==> src/rtl/sio_regs_pkg.sv <==
package sio_regs_pkg;
  localparam int unsigned CSR_BASE     = 'h01C;
  localparam int unsigned CSR_STEP     = 'h010;
  localparam int unsigned SYNC_BASE    = 'h050;
  localparam int unsigned SYNC_STEP    = 'h004;
  localparam int unsigned WIN_BASE     = 'h100;
  localparam int unsigned WIN_STEP     = 'h200;
  localparam int unsigned WIN_SPAN     = 'h100;
  localparam int unsigned BIT_CTL_RST  = 7;
  localparam int unsigned BIT_RX_CLR   = 1;
  localparam int unsigned BIT_TX_CLR   = 0;
  localparam int unsigned FLAG_W       = 4;
  localparam int unsigned BYTE_W       = 8;
endpackage

==> src/rtl/sio_addr_dec.sv <==
module sio_addr_dec
  import sio_regs_pkg::*;
#(
  parameter int unsigned N_CH   = 4,
  parameter int unsigned ADDR_W = 12,
  localparam int unsigned N_PAIR = N_CH / 2
) (
  input  logic [ADDR_W-1:0] addr_i,
  output logic [N_CH-1:0]   csr_hit_o,
  output logic [N_CH-1:0]   sync_hit_o,
  output logic [N_PAIR-1:0] win_hit_o,
  output logic [N_PAIR-1:0] win_base_o
);
  for (genvar g = 0; g < N_CH; g++) begin : g_ch
    localparam logic [ADDR_W-1:0] CSR_A  = ADDR_W'(CSR_BASE + g * CSR_STEP);
    localparam logic [ADDR_W-1:0] SYNC_A = ADDR_W'(SYNC_BASE + g * SYNC_STEP);
    assign csr_hit_o[g]  = (addr_i == CSR_A);
    assign sync_hit_o[g] = (addr_i == SYNC_A);
  end

  for (genvar p = 0; p < N_PAIR; p++) begin : g_pair
    localparam int unsigned LO = WIN_BASE + p * WIN_STEP;
    localparam int unsigned HI = LO + WIN_SPAN;
    assign win_hit_o[p]  = (32'(addr_i) >= LO) && (32'(addr_i) < HI);
    assign win_base_o[p] = (32'(addr_i) == LO);
  end
endmodule

==> src/rtl/sio_sync_det.sv <==
module sio_sync_det
  import sio_regs_pkg::*;
#(
  parameter int unsigned N_CH = 4
) (
  input  logic                   clk_i,
  input  logic                   rst_ni,
  input  logic [N_CH-1:0]        cfg_we_i,
  input  logic [BYTE_W-1:0]      cfg_wdata_i,
  input  logic [N_CH-1:0]        rxf_wr_i,
  input  logic [N_CH*BYTE_W-1:0] rxf_wdata_i,
  input  logic [N_CH-1:0]        en_i,
  input  logic [N_CH-1:0]        clr_i,
  output logic [N_CH*BYTE_W-1:0] sync_byte_o,
  output logic [N_CH-1:0]        irq_o
);
  for (genvar g = 0; g < N_CH; g++) begin : g_ch
    logic [BYTE_W-1:0] pat_q;
    logic              irq_q;
    logic              hit;

    assign hit = rxf_wr_i[g] && en_i[g] &&
                 (rxf_wdata_i[g*BYTE_W +: BYTE_W] == pat_q);

    always_ff @(posedge clk_i or negedge rst_ni) begin
      if (!rst_ni) begin
        pat_q <= '0;
        irq_q <= 1'b0;
      end else begin
        if (cfg_we_i[g]) pat_q <= cfg_wdata_i;
        // set wins over clear so a match is never lost
        if (hit)           irq_q <= 1'b1;
        else if (clr_i[g]) irq_q <= 1'b0;
      end
    end

    assign sync_byte_o[g*BYTE_W +: BYTE_W] = pat_q;
    assign irq_o[g] = irq_q;
  end
endmodule

==> src/rtl/sio_ctl_guard.sv <==
module sio_ctl_guard (
  input  logic clk_i,
  input  logic rst_ni,
  input  logic rst_req_i,
  input  logic acc_i,
  input  logic init_ok_i,
  output logic ctl_rst_o,
  output logic sel_o,
  output logic lock_o,
  output logic err_o
);
  logic rst_q, lock_q, err_q;

  always_ff @(posedge clk_i or negedge rst_ni) begin
    if (!rst_ni) begin
      rst_q  <= 1'b0;
      lock_q <= 1'b0;
      err_q  <= 1'b0;
    end else begin
      rst_q <= rst_req_i;
      if (rst_req_i) begin
        lock_q <= 1'b1;
        err_q  <= 1'b0;
      end else if (lock_q && acc_i) begin
        if (init_ok_i) lock_q <= 1'b0;
        else           err_q  <= 1'b1;
      end
    end
  end

  assign sel_o     = acc_i && (!lock_q || init_ok_i);
  assign ctl_rst_o = rst_q;
  assign lock_o    = lock_q;
  assign err_o     = err_q;
endmodule

==> src/rtl/sio_chan_regs.sv <==
module sio_chan_regs
  import sio_regs_pkg::*;
#(
  parameter int unsigned N_CH   = 4,
  parameter int unsigned ADDR_W = 12,
  parameter int unsigned DATA_W = 32,
  localparam int unsigned N_PAIR = N_CH / 2
) (
  input  logic                   clk_i,
  input  logic                   rst_ni,
  input  logic                   reg_wr_i,
  input  logic                   reg_rd_i,
  input  logic [ADDR_W-1:0]      reg_addr_i,
  input  logic [DATA_W-1:0]      reg_wdata_i,
  output logic [DATA_W-1:0]      reg_rdata_o,
  input  logic [N_CH*FLAG_W-1:0] rx_flags_ni,
  input  logic [N_CH*FLAG_W-1:0] tx_flags_ni,
  input  logic [N_CH-1:0]        rxf_wr_i,
  input  logic [N_CH*BYTE_W-1:0] rxf_wdata_i,
  input  logic [N_CH-1:0]        sync_irq_en_i,
  input  logic [N_CH-1:0]        sync_irq_clr_i,
  output logic [N_CH-1:0]        sync_irq_o,
  output logic [N_CH-1:0]        rx_fifo_clr_o,
  output logic [N_CH-1:0]        tx_fifo_clr_o,
  output logic [N_PAIR-1:0]      ctl_rst_o,
  output logic [N_PAIR-1:0]      ctl_sel_o,
  output logic [N_PAIR-1:0]      ctl_lock_o,
  output logic [N_PAIR-1:0]      ctl_err_o
);
  logic [N_CH-1:0]        csr_hit, sync_hit;
  logic [N_PAIR-1:0]      win_hit, win_base;
  logic [N_CH*BYTE_W-1:0] sync_bytes;
  logic [N_CH-1:0]        rx_clr_q, tx_clr_q;
  logic                   zero_wr;

  sio_addr_dec #(.N_CH(N_CH), .ADDR_W(ADDR_W)) u_dec (
    .addr_i    (reg_addr_i),
    .csr_hit_o (csr_hit),
    .sync_hit_o(sync_hit),
    .win_hit_o (win_hit),
    .win_base_o(win_base)
  );

  sio_sync_det #(.N_CH(N_CH)) u_sync (
    .clk_i      (clk_i),
    .rst_ni     (rst_ni),
    .cfg_we_i   (sync_hit & {N_CH{reg_wr_i}}),
    .cfg_wdata_i(reg_wdata_i[BYTE_W-1:0]),
    .rxf_wr_i   (rxf_wr_i),
    .rxf_wdata_i(rxf_wdata_i),
    .en_i       (sync_irq_en_i),
    .clr_i      (sync_irq_clr_i),
    .sync_byte_o(sync_bytes),
    .irq_o      (sync_irq_o)
  );

  // FIFO clear pulses: one cycle, registered
  always_ff @(posedge clk_i or negedge rst_ni) begin
    if (!rst_ni) begin
      rx_clr_q <= '0;
      tx_clr_q <= '0;
    end else begin
      rx_clr_q <= csr_hit & {N_CH{reg_wr_i && reg_wdata_i[BIT_RX_CLR]}};
      tx_clr_q <= csr_hit & {N_CH{reg_wr_i && reg_wdata_i[BIT_TX_CLR]}};
    end
  end
  assign rx_fifo_clr_o = rx_clr_q;
  assign tx_fifo_clr_o = tx_clr_q;

  assign zero_wr = reg_wr_i && (reg_wdata_i == '0);

  for (genvar p = 0; p < N_PAIR; p++) begin : g_pair
    logic rst_req;
    assign rst_req = reg_wr_i && reg_wdata_i[BIT_CTL_RST] &&
                     (csr_hit[2*p] || csr_hit[2*p+1]);
    sio_ctl_guard u_guard (
      .clk_i    (clk_i),
      .rst_ni   (rst_ni),
      .rst_req_i(rst_req),
      .acc_i    ((reg_wr_i || reg_rd_i) && win_hit[p]),
      .init_ok_i(zero_wr && win_base[p]),
      .ctl_rst_o(ctl_rst_o[p]),
      .sel_o    (ctl_sel_o[p]),
      .lock_o   (ctl_lock_o[p]),
      .err_o    (ctl_err_o[p])
    );
  end

  always_comb begin
    reg_rdata_o = '0;
    for (int c = 0; c < N_CH; c++) begin
      if (csr_hit[c])
        reg_rdata_o[15:8] = {rx_flags_ni[c*FLAG_W +: FLAG_W],
                             tx_flags_ni[c*FLAG_W +: FLAG_W]};
      if (sync_hit[c])
        reg_rdata_o[BYTE_W-1:0] = sync_bytes[c*BYTE_W +: BYTE_W];
    end
  end
endmodule

==> config.mk <==
export PLATFORM = sky130hd
export DESIGN_NAME = sio_chan_regs
export DESIGN_NICKNAME = d
export VERILOG_FILES = /design/src/rtl/sio_regs_pkg.sv /design/src/rtl/sio_addr_dec.sv /design/src/rtl/sio_sync_det.sv /design/src/rtl/sio_ctl_guard.sv /design/src/rtl/sio_chan_regs.sv
export SDC_FILE = /design/constraint.sdc
export NUM_CORES = 1
export LEC_CHECK = 0
export BUFFER_PORTS_ARGS = -buffer_cell sky130_fd_sc_hd__buf_4
export CORE_UTILIZATION = 49
export DETAILED_ROUTE_END_ITERATION = 16
export GPL_TIMING_DRIVEN = 0
export PLACE_DENSITY = 0.88
export RECOVER_POWER = 50
export SYNTH_ARGS = -nofsm -noshare
export SYNTH_HDL_FRONTEND = slang
export SYNTH_SLANG_ARGS = --single-unit
==> constraint.sdc <==
create_clock -name clk_i -period 5.2 [get_ports clk_i]
set_input_delay 1.04 -clock clk_i [delete_from_list [all_inputs] [get_ports clk_i]]
set_output_delay 1.04 -clock clk_i [all_outputs]
set_load 0.02 [all_outputs]
Word-level counts from Yosys, hierarchy flattened. Cells that the tools add are included.

Register bits after elaboration: 50. Input port bits: 124. Output and inout port bits: 52. Logic and storage cells: 111.

Magnitude comparators: 4. Eq/ne operators: 16. Muxes and demuxes: 28. Bitwise operators: 3. Reduce and logical (&&, ||, !) cells: 44.

Operators with widths (count): 2-to-1 mux 8 bit (8); == test 12 x 7 -> 1 bit, second input constant (5); == test 8 bit (4); logical NOT 32 bit (1); == test 12 x 6 -> 1 bit, second input constant (2); logical AND 1 bit (24); 2-to-1 mux 1 bit (20); nonzero test 2 bit (8); bitwise AND 4 bit (3); == test 12 x 10 -> 1 bit, second input constant (1); == test 12 x 5 -> 1 bit, second input constant (1); == test 12 x 9 -> 1 bit, second input constant (1); greater-or-equal comparator 12 x 10 -> 1 bit, second input constant (1); greater-or-equal comparator 12 x 9 -> 1 bit, second input constant (1); < comparator 12 x 10 -> 1 bit, second input constant (1); < comparator 12 x 11 -> 1 bit, second input constant (1); AND reduction 2 bit (4); logical OR 1 bit (5); inequality test 2 x 1 -> 1 bit, second input constant (2); logical NOT 1 bit (2).

Logic depth before layout (Yosys ltp). Gate-level depths: netlist of run 1.

Depth in word-level cells: 6. Depth in mapped cells: 6. Gate-level depth less buffers: 4.

By module. From an unflattened synthesis of run 1, not the netlist that was laid out.

Cell total of the unflattened synthesis: 312. Area total of the unflattened synthesis: 3229.3 um2.

By module, submodules not included: sio_sync_det (times used 1, cells each 128, area an instance 1736.7 um2, seq. area each 900.9 um2); sio_chan_regs (times used 1, cells each 139, area an instance 1023.5 um2, seq. area each 200.2 um2); sio_addr_dec (times used 1, cells each 25, area an instance 241.5 um2, seq. area each 0.0 um2); sio_ctl_guard (times used 2, cells each 10, area an instance 113.9 um2, seq. area each 75.1 um2).

Worst setup path before layout of run 1. Ideal clock, no wire load.

Kind: input -> output. Start: in reg_addr_i[10]. End: out reg_rdata_o[10]. Arrival time: 2.645 ns. Data required time: 4.160 ns. Path slack: 1.515 ns. Stages: 6. Buffers on the path: 2. Cells stage by stage: or3_4 > or3_1 > buf_2 > or2_1 > buf_6 > o2bb2ai_1.

Word-level cells in the longest chain between the ends: 5. Elaborated cells between the ends (all ways): 8. Classes of those cells: 4 x eq/ne; 4 x mux.

RTL lines: start: declaration (line sio_chan_regs.sv:13) `input logic [ADDR_W-1:0] reg_addr_i,`; == test 12 x 5 -> 1 bit (line sio_addr_dec.sv:17) `assign csr_hit_o[g] = (addr_i == CSR_A);`; 2-to-1 mux 8 bit (3 in a row) (line sio_chan_regs.sv:92) `if (csr_hit[c])`; 2-to-1 mux 8 bit * (line sio_chan_regs.sv:92); end: declaration (line sio_chan_regs.sv:15) `output logic [DATA_W-1:0] reg_rdata_o,`.

Mark *: on every way between the ends. The rest lies on a longest branch, timed or not.

Worst setup path in the final report of run 1.
Start: in reg_wdata_i[1]. End: out ctl_sel_o[0].

Word-level cells in the longest chain between the ends: 5.

RTL lines: start: declaration (line sio_chan_regs.sv:14) `input logic [DATA_W-1:0] reg_wdata_i,`; logical NOT 32 bit (line sio_chan_regs.sv:70) `assign zero_wr = reg_wr_i && (reg_wdata_i == '0);`; logical AND 1 bit (line sio_chan_regs.sv:70); logical AND 1 bit (line sio_chan_regs.sv:81) `.init_ok_i(zero_wr && win_base[p]),`; logical OR 1 bit (line sio_ctl_guard.sv:31) `assign sel_o = acc_i && (!lock_q || init_ok_i);`; logical AND 1 bit (line sio_ctl_guard.sv:31); end: declaration (line sio_chan_regs.sv:26) `output logic [N_PAIR-1:0] ctl_sel_o,`.

Every way passes these cells.

==> results of run 1 <==
[registers in the layout, summed over array words and instances (netlist names)]
register and flops:
g_pair.u_guard.ctl_rst_o 2, g_pair.u_guard.err_o 2, g_pair.u_guard.lock_o 2, rx_fifo_clr_o 4
tx_fifo_clr_o 4, u_sync.g_ch.irq_q 4, u_sync.g_ch.pat_q 32
[how the worst max path moves through the flow]
stage | end | cells past startpoint | slack, ns | startpoint
floorplan | reg_rdata_o[10] | 6 | 1.51 | reg_addr_i[10]
global placement | ctl_sel_o[0] | 7 | 1.38 | reg_wdata_i[1]
detailed placement | ctl_sel_o[0] | 7 | 1.32 | reg_wdata_i[1]
CTS | ctl_sel_o[0] | 7 | 1.31 | reg_wdata_i[1]
global route | ctl_sel_o[0] | 7 | 1.12 | reg_wdata_i[1]
finish | ctl_sel_o[0] | 7 | 1.30 | reg_wdata_i[1]
[routing by layer]
| metal | GRT usage [%] | wire (um) | share of wire (%) | up-vias |
|---|---|---|---|---|
| met4 | 10.69 | 150 | 1.6 | 0 |
| met1 | 33.40 | 3640 | 39 | 1484 |
| li1 | - | - | - | 1413 |
| met5 | 0 | 0 | 0 | - |
| met2 | 49.17 | 4935 | 53 | 131 |
| met3 | 3.846 | 522 | 5.6 | 16 |
[area by class of cell]
class	count	area, um2
Multi-Input combinational cell	218	1677
Fill cell	476	1538
Sequential cell	50	1251
Timing Repair Buffer	157	1119
Buffer	40	275.3
Tap cell	75	93.84
Clock buffer	6	82.58
Clock inverter	1	30.03
Inverter	8	30.03
[synthesized netlist by cell type (2+ instances only)]
library cell / instances / share of area [%]
xor2_1: 17 / 4.7
or2_2: 2 / 0.39
nand2_1: 16 / 1.9
o21ai_0: 8 / 1.3
dfrtp_1: 50 / 39
nand3b_1: 2 / 0.47
nor4_1: 15 / 3.0
a22o_1: 9 / 2.5
inv_1: 8 / 0.95
or3_1: 2 / 0.39
a22oi_1: 8 / 1.9
nand3_1: 7 / 1.1
buf_2: 4 / 0.63
clkbuf_1: 6 / 0.71
buf_4: 28 / 6.6
o41ai_1: 2 / 0.55
mux2i_1: 8 / 2.5
nor2_1: 9 / 1.1
o22ai_1: 4 / 0.79
nor3_1: 4 / 0.63
nand4_1: 9 / 1.8
o2bb2ai_1: 8 / 2.2
xnor2_1: 16 / 4.4
a21oi_1: 2 / 0.32
buf_6: 2 / 0.71
mux2_2: 40 / 14
[metrics by stage]
step	power (W)	area, um2
after global placement	0.0005564	4506
after global routing	0.0008629	4558
after CTS	0.0008345	4618
after detailed placement	0.0005602	4506
final	0.0008282	4558
after floorplan	0.0004620	3233
[kinds of logic after synthesis]
family | after synthesis
multiplexers | 48
XOR/XNOR | 33
flip-flops | 50
AO/OA/AOI/OAI | 44
other | 1
buffers and inverters | 48
AND/OR/NAND/NOR | 77
[power by group through the flow]
stage / Sequential, W / Clock, W / Combinational (W)
after CTS: 0.000391 / 0.000282 / 0.000162
after floorplan: 0.000399 / 0 / 0.0000632
after global routing: 0.000392 / 0.000296 / 0.000175
final: 0.000391 / 0.000276 / 0.000161
after global placement: 0.000399 / 0 / 0.000157
after detailed placement: 0.000399 / 0 / 0.000161
[critical path, cell delays in order]
cell and delay, ns:
buf_4 0.14, nor4_1 0.48, nand4_1 0.24, or3_1 0.48
a21oi_1 0.21, buf_4 0.13, buf_4 0.13
==> flow_summary.yaml, run 1 <==
synthesis:
  syn_area_um2: 3177
  synth_xor_area_share_pct: 9.098
  synth_edf_count: 0
  async_reset_ff_share_pct: 100.0
  ys.warnings.count: 0
  synthMuxAreaShare_pct: 16.70
  ys_types: 41
  synthesis.instances: 301
  synth_top_family_by_area: "multiplexers"
  yosysSeqAreaShare_pct: 39.39
  ys_ff_latch: 50
  yosys.area_share.simple_pct: 14.77
  ys.flop_type: "dfrtp_1"
  synthAdderAreaFrac_pct: 0
  avgSynthCellArea_um2: 10.55
  synth_compound_area_share_pct: 10.32
floorplan:
  start_util_pct: 52.11
  die_w_um: 82.52
  die_h_um: 82.52
  ios: 176
  coreArea_um2: 6096
  rows: 28
  floorplan.die_area_um2: 6810
timing:
  setup_ws_ns: 1.303
  period_minus_slack_ns: 3.897
  finalHoldViolCount: 0
  worst_pin_slew_ns: 2.619
  fin_hold_ws_ns: 0.5333
  setup_viol: 0
  drv_slew: 51
  finalCritPeriodShare_pct: 74.95
  fin_worst_skew_ns: 0.009922
  fin_tns_setup_ns: 0
  clock.fmax_ghz: 0.2566
  slew_headroom_pct: -74.59
  grt_setup_unrepaired: "false"
pwr:
  pwr-share-seq_pct: 47.3
  vdd_drop_max_v: 0.0001136
  clkPwrFrac_pct: 33.3
  intPower_w: 0.0006335
  switching_power_w: 0.0001947
  p_leak_nw: 2.317
  switching_share_pct: 23.51
  pwr_density_cell_nw_per_um2: 181.7
  power_frac_comb_pct: 19.4
clocking:
  path_clk_slew_ns: 0.08
  clock_latency_ns: 0.30
  clockBufferDepth: 2
  cts_setup_buffers: 0
  cts-buffers-inserted: 5
  clkSinkCount: 50
  cts_hold_buffers: 0
  root_buffer: "clkbuf_8"
  cts_resized: 0
  cts_tree: "built"
  cts-htree-levels: 2
layout:
  final_cell_mix: "buf_4, dfrtp_1, mux2_2, clkbuf_1, xor2_1"
  layout-drive-gt1-share_pct: 47.92
  layout_commonest_cell: "buf_4"
  nets: 604
  n_antenna_cell: 0
  finalCoreUtilization_pct: 74.77
  stdcell_count: 555
  area_growth_pct: 43.48
critical_path:
  required_ns: 4.16
  crit_fanout: 7
  worst-setup-path-type: "in -> out"
  arrival_ns: 2.86
  r2r_start: "u_sync.g_ch[0].pat_q[6]"
  r2r_slack_ns: 3.61
  reg2reg_depth: 4
  startpoint_type: "input pin"
  r2r-end: "u_sync.g_ch[0].irq_q"
  worstSetupEndpointType: "output port"
worst_hold_path:
  min_path_type: "reg -> reg"
  min_to: "g_pair[0].u_guard.err_o"
  worstHoldStart: "g_pair[0].u_guard.err_o"
  whs_path_depth: 1
global_route:
  grt_max_degree: 51
  track_usage_pct: 27.54
  grt_first_pass_wirelength_mm: 13.69
  grt_pass1_vias: 2895
  antenna_found_initial: 0
  grt_overflow: 0
placed_design:
  place_congestion: 0.8015
  place_inst: 548
  port_buffers: 157
  pre_cts_ws_ns: 1.317
  hpwl_mm: 7.576
drt:
  via_count: 3044
  viasPerCell: 5.485
  routed_wl_mm: 9.249
  firstDrtPassIters: 4
  drtIter0Drc: 151
  antenna_left: 0
  wl_per_cell_um: 16.66
  drc_errors: 0
outcome:
  outcome: "finished, violations left"
  violations: "capacitance limit, slew limit"
flow_run:
  max-cap-violations: 1
(Power assumes the default switching activity.)
==> run 2: changes to the inputs <==
CORE_UTILIZATION = 41   (was 49)
PLACE_DENSITY = 0.79   (was 0.88)
clock period = 3.1 ns   (was 5.2 ns; I/O delays follow)
==> run 2 against run 1 <==
Effect of this change:
- the flow now finishes without violations
- combinational power rose by 68%
- clock-buffer cell count fell by 1
- sequential share of layout area fell by 0.33 points
- global-route usage fell by 5.1 points
- first-iteration DRC count fell by 55%
- largest power group unchanged
- final cell count rose by 4.5%
- via count fell by 2.4%
==> flow_summary.yaml, run 2 (same netlist as run 1, synthesis figures left out) <==
global_route:
  grt_first_pass_wirelength_mm: 14.39
  antenna_found_initial: 0
  grt_max_degree: 51
  grt_pass1_vias: 3065
  grt_overflow: 0
  track_usage_pct: 22.43
floorplan:
  start_util_pct: 43.11
  coreArea_um2: 7370
  die_h_um: 90.03
  die_w_um: 90.03
  ios: 176
  floorplan.die_area_um2: 8105
  rows: 31
drt:
  drtIter0Drc: 68
  antenna_left: 0
  wl_per_cell_um: 15.47
  routed_wl_mm: 8.974
  viasPerCell: 5.124
  firstDrtPassIters: 4
  drc_errors: 0
  via_count: 2972
pwr:
  p_leak_nw: 2.331
  total_power_w: 0.001391
  vdd_drop_max_v: 0.0002342
  pwr_density_cell_nw_per_um2: 301.6
placed_design:
  hpwl_mm: 7.226
  port_buffers: 157
  place_inst: 572
  place_congestion: 0.8598
timing:
  setup_viol: 0
  fin_tns_setup_ns: 0
  finalHoldViolCount: 0
  fin_worst_skew_ns: 0.01136
  drv_slew: 0
  slew_headroom_pct: 16.06
  worst_pin_slew_ns: 1.259
  clock.fmax_ghz: 0.3336
  fin_hold_ws_ns: 0.4866
  grt_setup_unrepaired: "false"
  period_minus_slack_ns: 2.997
  finalCritPeriodShare_pct: 96.69
critical_path:
  r2r-end: "u_sync.g_ch[0].irq_q"
  worstSetupEndpointType: "output port"
  crit_buf_inv: 4
  cp_top_family: "simple AND/OR/NAND/NOR gates"
  critical_path.slowest_cell: "or3_4"
  arrival_ns: 2.38
  cp_common_cell: "buf_4"
  r2r_slack_ns: 1.74
  cp_slowest_stage_delay_ns: 0.43
  r2r_start: "u_sync.g_ch[0].pat_q[5]"
  startpoint_type: "input pin"
  worst-setup-path-type: "in -> out"
  crit_chain: "buf_4, or3_4, or3_1, buf_2, or2_1, buf_6, o2bb2ai_1, buf_4"
  reg2reg_depth: 4
  crit_fanout: 8
  required_ns: 2.48
layout:
  area_growth_pct: 45.21
  finalCoreUtilization_pct: 62.60
  seqCellArea_um2: 1251
  layout-drive-gt1-share_pct: 48.86
  multi_input_area_um2: 1692
  final_cell_mix: "buf_4, dfrtp_1, mux2_2, clkbuf_1, xor2_1"
  fillers: 665
  n_antenna_cell: 0
  largest_register_ffs: 32
  regMostFlops: "u_sync.g_ch.pat_q"
  layout_commonest_cell: "buf_4"
  nets: 604
  stdcell_count: 580
worst_hold_path:
  worstHoldStart: "sync_irq_clr_i[2]"
  min_to: "u_sync.g_ch[2].irq_q"
  min_path_type: "in -> reg"
  whs_path_depth: 2
clocking:
  clock_latency_ns: 0.31
  clkSinkCount: 50
  cts_resized: 0
  root_buffer: "clkbuf_8"
  cts_hold_buffers: 0
  cts-htree-levels: 2
  cts-buffers-inserted: 5
  clockBufferDepth: 2
  path_clk_slew_ns: 0.10
  cts_tree: "built"
  cts_setup_buffers: 0
flow_run:
  max-cap-violations: 0
outcome:
  outcome: "complete, no violations"
==> run 2: cell count changes in the layout (fill, tap and decap cells not counted), sizes merged <==
| cell | change |
|---|---|
| buf | +5 |
| clkbuf | -6 |
| clkinvlp | +2 |
==> run 2: stage by stage <==
stage / setup slack, ns / cell area, um2
finish: 0.1027 / 4613
global route: 0.009708 / 4613
CTS: 0.009474 / 4649
detailed placement: 0.01136 / 4536
global placement: 0.03043 / 4536
floorplan: 0.2547 / 3233
==> run 2: worst reg2reg max path: stages, from the launching register on <==
cell     delay, ns
dfrtp_1       0.42
xor2_1        0.18
nor4_1        0.40
nand4_1       0.15
o22ai_1       0.13
==> run 2: power by group <==
| part | internal (W) | total, W | switching [W] |
|---|---|---|---|
| Clock | 0.000240 | 0.000465 | 0.000225 |
| Sequential | 0.000654 | 0.000656 | 0.00000228 |
| Combinational | 0.000151 | 0.000270 | 0.000118 |
==> run 2: metal layers <==
layer,GRT usage (%),vias to the layer above,wire length [um]
li1,-,1412,-
met1,25.58,1396,3487
met2,40.84,148,4618
met3,5.161,16,664
met4,7.796,0,204
met5,0,-,0
==> run 2: how the worst max path moves through the flow <==
stage                        start              end  depth (start not counted)
floorplan           reg_addr_i[10]  reg_rdata_o[10]                          6
global placement    reg_addr_i[10]   reg_rdata_o[0]                          5
detailed placement  reg_addr_i[10]   reg_rdata_o[4]                          5
CTS                 reg_addr_i[10]   reg_rdata_o[4]                          5
global route         reg_addr_i[4]  reg_rdata_o[15]                          7
finish              reg_addr_i[10]   reg_rdata_o[9]                          8
==> run 2: layout make-up <==
type                            instances  share of cell area (%)
Clock inverter                          3                  0.9764
Sequential cell                        50                   27.12
Multi-Input combinational cell        218                   36.67
Buffer                                 40                   5.967
Clock buffer                            5                   1.492
Inverter                                8                  0.6509
Timing Repair Buffer                  157                   24.44
Tap cell                               99                   2.685
==> run 3: changes to the inputs <==
CORE_UTILIZATION = 50   (was 41)
CTS_BUF_LIST = sky130_fd_sc_hd__clkbuf_8   (was default)
PLACE_DENSITY = 0.9   (was 0.79)
clock period = 3.5 ns   (was 3.1 ns; I/O delays follow)
==> run 3 against run 2 <==
Effect of this change:
- the run now ends with capacitance limit, slew limit left
- power down 19%
- combinational power down 11%
- final cell count down 4.3%
==> flow_summary.yaml, run 3 (same netlist as run 1, synthesis figures left out) <==
outcome:
  outcome: "finished, violations left"
  violations: "capacitance limit, slew limit"
layout:
  finalCoreUtilization_pct: 75.04
  n_antenna_cell: 0
  fillers: 469
  layout_commonest_cell: "buf_4"
  final_cell_mix: "buf_4, dfrtp_1, mux2_2, clkbuf_1, xor2_1"
  layout-drive-gt1-share_pct: 47.50
  stdcell_count: 555
  largest_register_ffs: 32
  area_growth_pct: 42.34
  regMostFlops: "u_sync.g_ch.pat_q"
  nets: 604
pwr:
  clkPwrFrac_pct: 26.8
  switching_share_pct: 24.83
  vdd_drop_max_v: 0.0001383
  p_leak_nw: 2.306
  switching_power_w: 0.0002790
  power_frac_comb_pct: 21.4
  intPower_w: 0.0008446
  pwr_density_cell_nw_per_um2: 248.5
  pwr-share-seq_pct: 51.7
clocking:
  cts_hold_buffers: 0
  clkSinkCount: 50
  cts_setup_buffers: 0
  cts-htree-levels: 2
  cts_tree: "built"
  clock_latency_ns: 0.30
  clockBufferDepth: 2
  root_buffer: "clkbuf_8"
  cts-buffers-inserted: 5
  path_clk_slew_ns: 0.08
  cts_resized: 0
critical_path:
  r2r_start: "u_sync.g_ch[0].pat_q[6]"
  r2r-end: "u_sync.g_ch[0].irq_q"
  worst-setup-path-type: "in -> out"
  arrival_ns: 2.47
  reg2reg_depth: 4
  r2r_slack_ns: 2.17
  crit_fanout: 8
  startpoint_type: "input pin"
  worstSetupEndpointType: "output port"
  required_ns: 2.80
timing:
  finalHoldViolCount: 0
  period_minus_slack_ns: 3.166
  fin_tns_setup_ns: 0
  fin_worst_skew_ns: 0.006258
  fin_hold_ws_ns: 0.5160
  worst_pin_slew_ns: 2.644
  clock.fmax_ghz: 0.3158
  drv_slew: 51
  grt_setup_unrepaired: "false"
  setup_viol: 0
  slew_headroom_pct: -76.27
  finalCritPeriodShare_pct: 90.47
placed_design:
  place_inst: 548
  place_congestion: 0.8593
  port_buffers: 157
  hpwl_mm: 7.407
floorplan:
  floorplan.die_area_um2: 6677
  ios: 176
  rows: 28
  coreArea_um2: 6026
  die_w_um: 81.71
  die_h_um: 81.71
  start_util_pct: 52.72
drt:
  routed_wl_mm: 8.971
  via_count: 3004
  drtIter0Drc: 124
  antenna_left: 0
  met2WireLength_mm: 4.749
  wl_per_cell_um: 16.16
  dr.max_layer_used: "met4"
  viasPerCell: 5.413
  m1WireLength_mm: 3.299
  firstDrtPassIters: 4
  met3RoutedLength_um: 639
  drc_errors: 0
global_route:
  grt_pass1_vias: 3127
  track_usage_pct: 28.64
  grt_max_degree: 51
  antenna_found_initial: 0
  grt_overflow: 0
  grt_first_pass_wirelength_mm: 14.28
worst_hold_path:
  worstHoldStart: "g_pair[1].u_guard.err_o"
  min_path_type: "reg -> reg"
  whs_path_depth: 1
  min_to: "g_pair[1].u_guard.err_o"
flow_run:
  max-cap-violations: 1
[run 3: cell types whose count changed in the layout (fill, tap and decap cells not counted), sizes merged]
cell      change
clkbuf        +5
inv           +2
bufinv        -1
clkinvlp      -2
buf           -5
[run 3: worst max path at each step]
stage | from | to | slack (ns)
after floorplan | reg_addr_i[10] | reg_rdata_o[10] | 0.49
after global placement | reg_addr_i[10] | reg_rdata_o[5] | 0.35
after detailed placement | reg_addr_i[4] | reg_rdata_o[13] | 0.33
after CTS | reg_addr_i[4] | reg_rdata_o[13] | 0.33
after global routing | reg_addr_i[4] | reg_rdata_o[9] | 0.19
final | reg_addr_i[10] | reg_rdata_o[5] | 0.33
[run 3: cell type report]
class | instances | area, um2 | share of cell area (%)
plain buffers | 40 | 275.3 | 6.087
clock buffers | 5 | 68.82 | 1.522
clock inverters | 2 | 7.507 | 0.1660
inverters | 8 | 30.03 | 0.6641
multi-input cells | 218 | 1677 | 37.08
flip-flops and latches | 50 | 1251 | 27.67
well taps | 75 | 93.84 | 2.075
repair buffers | 157 | 1119 | 24.74
[run 3: power by group through the flow]
stage | combinational (W) | sequential (W) | clock [W]
4_1_cts | 0.000242 | 0.000581 | 0.000310
5_1_grt | 0.000260 | 0.000582 | 0.000336
3_5_place_dp | 0.000241 | 0.000593 | 0
6_report | 0.000241 | 0.000581 | 0.000302
3_3_place_gp | 0.000235 | 0.000593 | 0
2_1_floorplan | 0.0000940 | 0.000592 | 0
[run 3: worst max-delay path, cell delays in order]
cell	delay, ns
buf_4	0.12
or3_4	0.42
nor4_2	0.81
a22o_1	0.28
buf_4	0.14
[run 3: layer usage]
metal | vias to the layer above | track usage [%]
li1 | 1416 | -
met1 | 1411 | 32.04
met2 | 151 | 52.50
met3 | 26 | 5.333
met4 | 0 | 12.81
met5 | - | 0
[run 3: through the flow]
step	setup WS (ns)	instance area [um2]	power (W)
after floorplan	0.4947	3233	0.0006864
after global placement	0.3476	4506	0.0008276
after detailed placement	0.3347	4506	0.0008341
after CTS	0.3329	4582	0.001133
after global routing	0.1945	4522	0.001178
final	0.3337	4522	0.001124
